## config.mk

```make
export PLATFORM = sky130hd
export DESIGN_NAME = adcScanSeq
export DESIGN_NICKNAME = d
export VERILOG_FILES = /design/src/rtl/adcSeqPkg.sv /design/src/rtl/adcSeqDatapath.sv /design/src/rtl/adcSeqControl.sv /design/src/rtl/adcScanSeq.sv
export SDC_FILE = /design/constraint.sdc
export NUM_CORES = 1
export LEC_CHECK = 0
export CAP_MARGIN = 40
export CORE_ASPECT_RATIO = 0.8
export CORE_MARGIN = 10
export CORE_UTILIZATION = 45
export DETAILED_ROUTE_END_ITERATION = 6
export GPL_ROUTABILITY_DRIVEN = 0
export GPL_TIMING_DRIVEN = 1
export PLACE_DENSITY_LB_ADDON = 0.12
export SYNTH_ARGS = -nofsm -noshare
export SYNTH_HDL_FRONTEND = slang
export SYNTH_SLANG_ARGS = --single-unit
```

## constraint.sdc

```tcl
create_clock -name clk -period 2.4 [get_ports clk]
set_clock_uncertainty 0.1 [all_clocks]
set_input_delay 0.48 -clock clk [delete_from_list [all_inputs] [get_ports clk]]
set_output_delay 0.48 -clock clk [all_outputs]
set_load 0.05 [all_outputs]
```

## src/rtl/adcSeqPkg.sv

```systemverilog
package adcSeqPkg;
  localparam int CHAN_W   = 3;
  localparam int GAIN_W   = 3;
  localparam int NIB_W    = 4;
  localparam int NCHAN    = 1 << CHAN_W;

  localparam int GO_BIT   = 0;
  localparam int MODE_LSB = 1;
  localparam int LAST_LSB = 3;
  localparam int GAIN_LSB = 6;
  localparam int SE_BIT   = 9;
  localparam int LOW_BIT  = 10;
  localparam int FIELD_W  = 11;

  typedef enum logic [1:0] {
    MODE_SINGLE = 2'b00,
    MODE_UPDATE = 2'b01,
    MODE_ADV    = 2'b10,
    MODE_BASIC  = 2'b11
  } seqMode_e;

  typedef struct packed {
    logic              issue;
    logic [CHAN_W-1:0] chan;
  } issueCmd_t;
endpackage

```

## src/rtl/adcSeqDatapath.sv

```systemverilog
module adcSeqDatapath
  import adcSeqPkg::*;
#(
  parameter int DIV_W   = 16,
  parameter int BASE_HZ = 10_000_000,
  parameter int SLOW_HZ = 1_000,
  parameter int FAST_HZ = 900_000
) (
  input  logic                    clk,
  input  logic                    rstN,
  input  logic                    ctrlWrite,
  input  logic [FIELD_W-1:0]      fields,
  input  logic [DIV_W-1:0]        rateDiv,
  input  logic [NCHAN*NIB_W-1:0]  gainTable,
  input  issueCmd_t               cmd,
  output seqMode_e                cfgMode,
  output logic [CHAN_W-1:0]       cfgLast,
  output logic [DIV_W-1:0]        cfgDiv,
  output logic                    startStrobe,
  output logic [CHAN_W-1:0]       startChan,
  output logic [GAIN_W-1:0]       startGain,
  output logic                    startSingleEnded,
  output logic                    lowSpeed,
  output logic                    rateMismatch
);
  localparam logic [DIV_W-1:0] SLOW_DIV = DIV_W'(BASE_HZ / SLOW_HZ);
  localparam logic [DIV_W-1:0] FAST_DIV = DIV_W'((BASE_HZ - 1) / FAST_HZ);

  logic [GAIN_W-1:0] cfgGain;
  logic              cfgSe;
  logic [GAIN_W-1:0] chanGain [NCHAN];
  seqMode_e          wrMode;

  assign wrMode = seqMode_e'(fields[MODE_LSB +: 2]);

  for (genvar i = 0; i < NCHAN; i++) begin : g_nib
    assign chanGain[i] = gainTable[i*NIB_W +: GAIN_W];
  end

  always_ff @(posedge clk) begin
    if (!rstN) begin
      cfgMode  <= MODE_SINGLE;
      cfgLast  <= '0;
      cfgGain  <= '0;
      cfgSe    <= 1'b0;
      lowSpeed <= 1'b0;
      cfgDiv   <= '0;
    end else if (ctrlWrite) begin
      cfgLast <= fields[LAST_LSB +: CHAN_W];
      cfgGain <= fields[GAIN_LSB +: GAIN_W];
      cfgSe   <= fields[SE_BIT];
      if (wrMode == MODE_UPDATE) begin
        cfgMode <= MODE_BASIC;
      end else begin
        cfgMode  <= wrMode;
        lowSpeed <= fields[LOW_BIT];
        cfgDiv   <= rateDiv;
      end
    end
  end

  always_ff @(posedge clk) begin
    if (!rstN) begin
      startStrobe      <= 1'b0;
      startChan        <= '0;
      startGain        <= '0;
      startSingleEnded <= 1'b0;
    end else begin
      startStrobe <= cmd.issue;
      if (cmd.issue) begin
        startChan        <= cmd.chan;
        startGain        <= (cfgMode == MODE_ADV) ? chanGain[cmd.chan] : cfgGain;
        startSingleEnded <= cfgSe;
      end
    end
  end

  always_comb begin
    rateMismatch = 1'b0;
    if (cfgDiv != '0) begin
      rateMismatch = (cfgDiv > SLOW_DIV && !lowSpeed) ||
                     (cfgDiv <= FAST_DIV && lowSpeed);
    end
  end
endmodule

```

## src/rtl/adcSeqControl.sv

```systemverilog
module adcSeqControl
  import adcSeqPkg::*;
#(
  parameter int DIV_W = 16
) (
  input  logic              clk,
  input  logic              rstN,
  input  logic              ctrlWrite,
  input  logic              wrGo,
  input  seqMode_e          wrMode,
  input  seqMode_e          cfgMode,
  input  logic [CHAN_W-1:0] cfgLast,
  input  logic [DIV_W-1:0]  cfgDiv,
  input  logic              convDone,
  output issueCmd_t         cmd,
  output logic              busy,
  output logic              rateOverrun
);
  logic              running, want, lastWasLast;
  logic [CHAN_W-1:0] ptr, issueChan;
  logic [DIV_W-1:0]  cnt;
  logic              wrStart, wrStop, seqOn, slotFree, timed, tick, issue, doneNow;

  assign wrStart   = ctrlWrite && (wrMode != MODE_UPDATE) && wrGo;
  assign wrStop    = ctrlWrite && (wrMode != MODE_UPDATE) && !wrGo;
  assign seqOn     = (cfgMode == MODE_ADV) || (cfgMode == MODE_BASIC);
  assign doneNow   = busy && convDone;
  assign slotFree  = !busy || convDone;
  assign timed     = running && (cfgDiv != '0);
  assign tick      = timed && (cnt == cfgDiv - DIV_W'(1));
  assign issueChan = !seqOn ? cfgLast : ((ptr > cfgLast) ? '0 : ptr);
  assign issue     = want && !busy && !ctrlWrite;
  assign cmd       = '{issue: issue, chan: issueChan};

  always_ff @(posedge clk) begin
    if (!rstN) begin
      running     <= 1'b0;
      want        <= 1'b0;
      lastWasLast <= 1'b0;
      ptr         <= '0;
      cnt         <= '0;
      rateOverrun <= 1'b0;
    end else if (wrStart || wrStop) begin
      running     <= wrStart;
      want        <= wrStart;
      lastWasLast <= 1'b0;
      ptr         <= '0;
      cnt         <= '0;
      rateOverrun <= 1'b0;
    end else begin
      if (ctrlWrite) rateOverrun <= 1'b0;
      if (timed) cnt <= tick ? '0 : cnt + DIV_W'(1);
      if (issue) begin
        want        <= 1'b0;
        ptr         <= (issueChan == cfgLast) ? '0 : issueChan + CHAN_W'(1);
        lastWasLast <= !seqOn || (issueChan == cfgLast);
      end
      if (tick) begin
        if (!slotFree || want) rateOverrun <= 1'b1;
        else                   want        <= 1'b1;
      end
      if (doneNow && running && cfgDiv == '0) begin
        if (lastWasLast) running <= 1'b0;
        else             want    <= 1'b1;
      end
    end
  end

  always_ff @(posedge clk) begin
    if (!rstN)        busy <= 1'b0;
    else if (issue)   busy <= 1'b1;
    else if (doneNow) busy <= 1'b0;
  end
endmodule

```

## src/rtl/adcScanSeq.sv

```systemverilog
module adcScanSeq
  import adcSeqPkg::*;
#(
  parameter int DIV_W   = 16,
  parameter int BASE_HZ = 10_000_000
) (
  input  logic              clk,
  input  logic              rstN,
  input  logic              ctrlWrite,
  input  logic [31:0]       ctrlWord,
  input  logic [DIV_W-1:0]  rateDiv,
  input  logic [31:0]       gainTable,
  input  logic              convDone,
  output logic              startStrobe,
  output logic [2:0]        startChan,
  output logic [2:0]        startGain,
  output logic              startSingleEnded,
  output logic              lowSpeed,
  output logic              rateMismatch,
  output logic              rateOverrun,
  output logic              busy
);
  seqMode_e          cfgMode;
  logic [CHAN_W-1:0] cfgLast;
  logic [DIV_W-1:0]  cfgDiv;
  issueCmd_t         cmd;
  logic              unusedCtrlBits;

  assign unusedCtrlBits = ^ctrlWord[31:FIELD_W];

  adcSeqControl #(.DIV_W(DIV_W)) ctrl_i (
    .clk(clk), .rstN(rstN), .ctrlWrite(ctrlWrite),
    .wrGo(ctrlWord[GO_BIT]), .wrMode(seqMode_e'(ctrlWord[MODE_LSB +: 2])),
    .cfgMode(cfgMode), .cfgLast(cfgLast), .cfgDiv(cfgDiv),
    .convDone(convDone), .cmd(cmd), .busy(busy), .rateOverrun(rateOverrun)
  );

  adcSeqDatapath #(.DIV_W(DIV_W), .BASE_HZ(BASE_HZ)) dp_i (
    .clk(clk), .rstN(rstN), .ctrlWrite(ctrlWrite),
    .fields(ctrlWord[FIELD_W-1:0]), .rateDiv(rateDiv), .gainTable(gainTable),
    .cmd(cmd), .cfgMode(cfgMode), .cfgLast(cfgLast), .cfgDiv(cfgDiv),
    .startStrobe(startStrobe), .startChan(startChan), .startGain(startGain),
    .startSingleEnded(startSingleEnded), .lowSpeed(lowSpeed),
    .rateMismatch(rateMismatch)
  );
endmodule

```

### Word level (Yosys, flattened, before mapping)

Index checks and enable logic that the tools add are counted.

| cells by class | value |
|---|---|
| $add $sub $neg | 3 |
| $lt $le $gt $ge | 4 |
| equal/unequal tests | 6 |
| muxes and demuxes | 24 |
| bitwise gates (word level) | 3 |
| reductions and logical operators | 32 |

Operators by type and width:

| cell | count |
|---|---|
| two-way mux 3 bit | 6 |
| adder 16 x 1 -> 16 bit (second input constant) | 1 |
| == test 16 bit | 1 |
| greater-than comparator 16 x 14 -> 1 bit (second input constant) | 1 |
| less-or-equal comparator 16 x 4 -> 1 bit (second input constant) | 1 |
| logical NOT 16 bit | 1 |
| two-way mux 16 bit | 1 |
| nonzero test 16 bit | 1 |
| subtractor 16 x 1 -> 16 bit (second input constant) | 1 |
| two-way mux 1 bit | 15 |
| logical AND 1 bit | 12 |
| binary-select mux 3 bit (select 3 bit) | 1 |
| logical NOT 1 bit | 6 |
| logical OR 1 bit | 6 |
| nonzero test 2 bit | 3 |
| == test 2 bit (second input constant) | 2 |
| greater-or-equal comparator 4 bit (second input constant) | 1 |
| inverter 3 -> 4 bit | 1 |
| AND reduction 2 bit | 2 |
| adder 3 x 1 -> 3 bit (second input constant) | 1 |
| == test 3 bit | 1 |
| greater-than comparator 3 bit | 1 |
| == test 2 x 1 -> 1 bit (second input constant) | 1 |
| two-way mux 2 bit | 1 |
| 3 further kinds | 4 |

| word-level totals | value |
|---|---|
| register bits | 58 |
| logic and storage cells | 89 |

### Longest topological paths before layout

| logic depth | value |
|---|---|
| word-level depth | 9 |
| depth in mapped cells | 13 |

### Hierarchy

Synthesis repeated with hierarchy kept, for this count alone.

| unflattened totals | value |
|---|---|
| cell total of the unflattened synthesis | 432 |
| area total of the unflattened synthesis | 3594.7 um^2 |

By module, submodules not included:

| module | instances | cells each | area each (um^2) | seq. area each (um^2) |
|---|---|---|---|---|
| adcSeqControl | 1 | 257 | 2003.2 | 480.5 |
| adcSeqDatapath | 1 | 175 | 1591.5 | 680.7 |

### Worst setup path after synthesis

Ideal clock, no wire load.

| timing path | value |
|---|---|
| kind | flip-flop to output port |
| start point | register dp_i.cfgDiv[0] |
| end point | output port rateMismatch |
| arrival | 2.531 ns |
| data required time | 1.820 ns |
| slack | -0.711 ns |
| stages on the path, launching flop included | 9 |
| path buffers | 1 |
| cells stage by stage | dfxtp_1 -> clkbuf_1 -> inv_1 -> ha_1 -> nand2_1 -> a21oi_1 -> o21ai_0 -> a211oi_1 -> o32ai_1 |

| between the ends | value |
|---|---|
| word-level cells in the longest chain between the ends | 4 |
| elaborated cells between the ends (all ways) | 7 |

RTL lines:

| item | line | source |
|---|---|---|
| start: declaration | adcSeqDatapath.sv:18 | `output logic [DIV_W-1:0] cfgDiv,` |
| start signal: assignment | adcSeqDatapath.sv:57 | `cfgDiv <= rateDiv;` |
| greater-than comparator 16 x 14 -> 1 bit / less-or-equal comparator 16 x 4 -> 1 bit (equally long branches) | adcSeqDatapath.sv:81, adcSeqDatapath.sv:82 |  |
| logical AND 1 bit (on tied branches) | adcSeqDatapath.sv:81, adcSeqDatapath.sv:82 |  |
| logical OR 1 bit | adcSeqDatapath.sv:81 | `rateMismatch = (cfgDiv > SLOW_DIV && !lowSpeed) \|\|` |
| two-way mux 1 bit (*) | adcSeqDatapath.sv:80 | `if (cfgDiv != '0) begin` |
| end: declaration | adcScanSeq.sv:19 | `output logic rateMismatch,` |

Every way passes the cells marked *; elsewhere a longest branch is shown, timed or not.

### Final worst setup path

| timing path | value |
|---|---|
| start point | register dp_i.cfgDiv[0] |
| end point | register ctrl_i.cnt[0] |

| between the ends | value |
|---|---|
| word-level cells in the longest chain between the ends | 4 |
| elaborated cells between the ends (all ways) | 6 |

RTL lines:

| item | line | source |
|---|---|---|
| subtractor 16 x 1 -> 16 bit / nonzero test 16 bit (equally long branches) | adcSeqControl.sv:30, adcSeqControl.sv:29 |  |
| == test 16 bit / logical AND 1 bit (equally long branches) | adcSeqControl.sv:30, adcSeqControl.sv:29 |  |
| logical AND 1 bit | adcSeqControl.sv:30 | `assign tick = timed && (cnt == cfgDiv - DIV_W'(1));` |
| two-way mux 16 bit | adcSeqControl.sv:52 | `if (timed) cnt <= tick ? '0 : cnt + DIV_W'(1);` |
| end signal: assignment | adcSeqControl.sv:52 |  |
| end: declaration | adcSeqControl.sv:21 | `logic [DIV_W-1:0] cnt;` |

Parallel ways exist; a longest one is shown, timed or not.
A chain may end at the register's enable or synchronous reset.

==> results.yml <==
outcome:
  outcome: "finished, violations left"
  failed_checks: "setup timing"
yosys:
  synth_most_common_cell: "nand2_1"
  synth_top_area_share_pct: 30.8
  ys_ff_latch: 58
  ys.flop_type: "dfxtp_1"
  async_reset_ff_share_pct: 0
  yosysUniqueCellTypes: 60
  synth_area_mm2: 0.00377
  syn-num-nets: 579
  syn_avg_cell_area_um2: 7.72
  synth-edff-count: 0
  synthesis.instances: 488
  ys_warn_count: 0
  yosysTopAreaCell: "dfxtp_1"
  synth_area_leaders: "dfxtp_1 31%, xnor2_1 7.2%, nand2_1 6.4%, mux2i_1 5.6%, a21oi_1 5.3%"
  synth.yosys.seq_area_share_pct: 30.8
  synth_commonest_cells: "64 x nand2_1, 58 x dfxtp_1, 51 x nor2_1"
critical_path:
  slowest_stage: "or4_4"
  slowest_delay_ns: 0.54
  ff2ff_path_depth: 7
  cp_cell_sequence: "buf_6 -> nor4_2 -> nand4_1 -> nor4_4 -> o211ai_1 -> or4_4 -> a31o_1"
  crit_path_start: "dp_i.cfgDiv[0]$_SDFFE_PN0P_"
  r2r-start: "dp_i.cfgDiv[0]$_SDFFE_PN0P_"
  path_class: "reg2reg"
  cp.required_ns: 2.53
  reg2reg_to: "ctrl_i.cnt[0]$_SDFFE_PP0P_"
  crit_fanout: 5
  rrSetupSlack_ns: -0.04
  arrival_ns: 2.58
  critPathLaunchType: "register"
  setup.worst_path.end_class: "register"
min_path:
  min_path_cells: 2
  hold_class: "reg2reg"
  holdPathEnd: "dp_i.startSingleEnded$_SDFFE_PN0P_"
  hp-start: "dp_i.cfgSe$_SDFFE_PN0P_"
timing:
  drv_slew: 0
  period_needed_ns: 2.44
  fmaxAchievable_mhz: 409
  finalSetupViolations: 3
  slew_headroom_pct: 55.0
  finalWorstSetupSlack_ns: -0.0421
  rsz0062_at_grt: "yes"
  tightest_slew_ns: 0.675
  layout_worst_path_cycle_share_pct: 102
  hold_violations: 0
layout:
  area_growth_pct: 39.2
  fin_nets: 678
  fin_cells: 700
  fill_cells: 713
  final_cell_area_mm2: 0.00524
  drive_gt1_share_pct: 18.6
  insertedDiodeCount: 0
  fin_util_pct: 65.1
global_routing:
  antenna_found_initial: 0
  grt_pass1_vias: 3711
  grt.total_usage_pct: 18.0
  grt_overflow: 0
  grt_max_degree: 36
  grt_pass1_wl_um: 18200
routing:
  wl_um: 11300
  wl_per_cell_um: 16.1
  drt-initial-drc-count: 285
  vias: 3903
  drtPass1Iterations: 5
  drc: 0
  vias_per_cell: 5.58
  met1_length_um: 5520
  wl_met3_um: 844
  ant_nets: 0
  top_layer_used: "met4"
  wl_met2_um: 4790
placed_design:
  dpl_cell_area_mm2: 0.00488
  dp_hpwl_um: 8440
  placed_cells: 679
  io_buffers: 66
  pre_cts_ws_ns: -0.0716
floorplanning:
  design.core.area_mm2: 0.00806
  die_width_um: 122
  num_rows: 29
  fp.dieH_um: 102
  initial_core_util_pct: 46.8
  die_area_mm2: 0.0125
  io_pins: 96
clock_network:
  cts_tree: "built"
  cts-root-buf: "clkbuf_8"
  clkLatencyLatePin_ns: 0.34
  clock_path_buffers: 2
  numCtsBuffers: 9
  clk_pin_slew_ns: 0.07
  cts_sinks: 58
  cts_max_level: 3
power_and_ir_drop:
  p_total_mw: 2.69
  peakVddDrop_uv: 323
  p_leak_nw: 1.93
  power.density_mw_per_mm2: 512
flow_run:
  maxCapViolations: 0
registers in the layout, indices dropped and copies added, names as in the netlist, 2 cells and up:
register / flops
dp_i.startGain: 3
dp_i.cfgDiv: 16
dp_i.cfgMode: 2
dp_i.startChan: 3
ctrl_i.ptr: 3
dp_i.cfgLast: 3
dp_i.cfgGain: 3
ctrl_i.cnt: 16
layout make-up:
class / count / area (um2) / share of cell area, %
flip-flops and latches: 58 / 1180 / 22.5
inverters: 16 / 62.6 / 1.19
well taps: 108 / 135 / 2.58
repair buffers: 118 / 1090 / 20.9
clock buffers: 10 / 138 / 2.63
multi-input cells: 384 / 2570 / 49.0
clock inverters: 6 / 66.3 / 1.26
cell usage in the layout (no fill, tap or decap), types with 4 or more instances in the layout:
cell              n
clkdlybuf4s50_1  65
nand2_1          63
dfxtp_1          51
nor2_1           48
buf_4            48
a21oi_1          39
xnor2_1          30
nor3_1           27
mux2i_1          21
a211oi_1         16
inv_1            13
nand4_1          10
clkbuf_8         10
nand3_1           9
xor2_1            9
o211ai_1          8
nor2b_1           7
ha_1              6
a211oi_2          5
and3_1            5
o21ai_1           4
o21bai_1          4
dfxtp_2           4
worst max-delay path: cells and delay by family, from the launching register on:
| family | cells | cell delay, ns |
|---|---|---|
| compound gates | 2 | 0.35 |
| flops | 1 | 0.36 |
| simple gates | 4 | 1.38 |
| buf+inv | 1 | 0.13 |
how the worst max path moves through the flow:
stage / depth (start not counted) / endpoint
finish: 7 / ctrl_i.cnt[0]$_SDFFE_PP0P_
CTS: 8 / rateMismatch
global placement: 7 / ctrl_i.cnt[0]$_SDFFE_PP0P_
floorplan: 9 / ctrl_i.cnt[0]$_SDFFE_PP0P_
global route: 6 / rateMismatch
detailed placement: 7 / ctrl_i.cnt[0]$_SDFFE_PP0P_
layer usage:
metal	up-vias	global-route usage, %
met5	-	0
met4	0	5.24
met3	13	4.68
met2	119	26.1
met1	1819	25.5
li1	1952	-
repair_timing:
| item | 4_1_cts | 5_1_grt |
|---|---|---|
| resized for setup | 10 | 26 |
| hold buffers | 0 | 0 |
| pin swaps | 4 | 14 |
| setup buffers | 2 | 3 |
| gates cloned | 0 | 0 |
| setup endpoints to repair | 4 | 24 |
power by group:
| group | internal, mW | switching (mW) | total, mW |
|---|---|---|---|
| clock | 0.506 | 0.412 | 0.918 |
| combinational | 0.356 | 0.379 | 0.735 |
| sequential | 0.996 | 0.0361 | 1.03 |
stage by stage:
stage	hold WS, ns	setup TNS (ns)
2_1_floorplan	0.331	0
3_5_place_dp	0.354	-0.129
3_3_place_gp	0.344	0
5_1_grt	0.382	-0.430
4_1_cts	0.367	-0.0659
6_report	0.362	-0.0888
cell families (layout without fill, tap and decap cells):
family	after synthesis	in the layout	synth area share (%)
AO/OA/AOI/OAI	115	115	20.7
XOR/XNOR	40	40	9.30
adder cells (fa/ha/maj)	7	7	2.33
buffers and inverters	46	150	4.78
flip-flops	58	58	30.8
multiplexers	21	21	5.58
AND/OR/NAND/NOR	201	201	26.5
(Power assumes the default switching activity.)
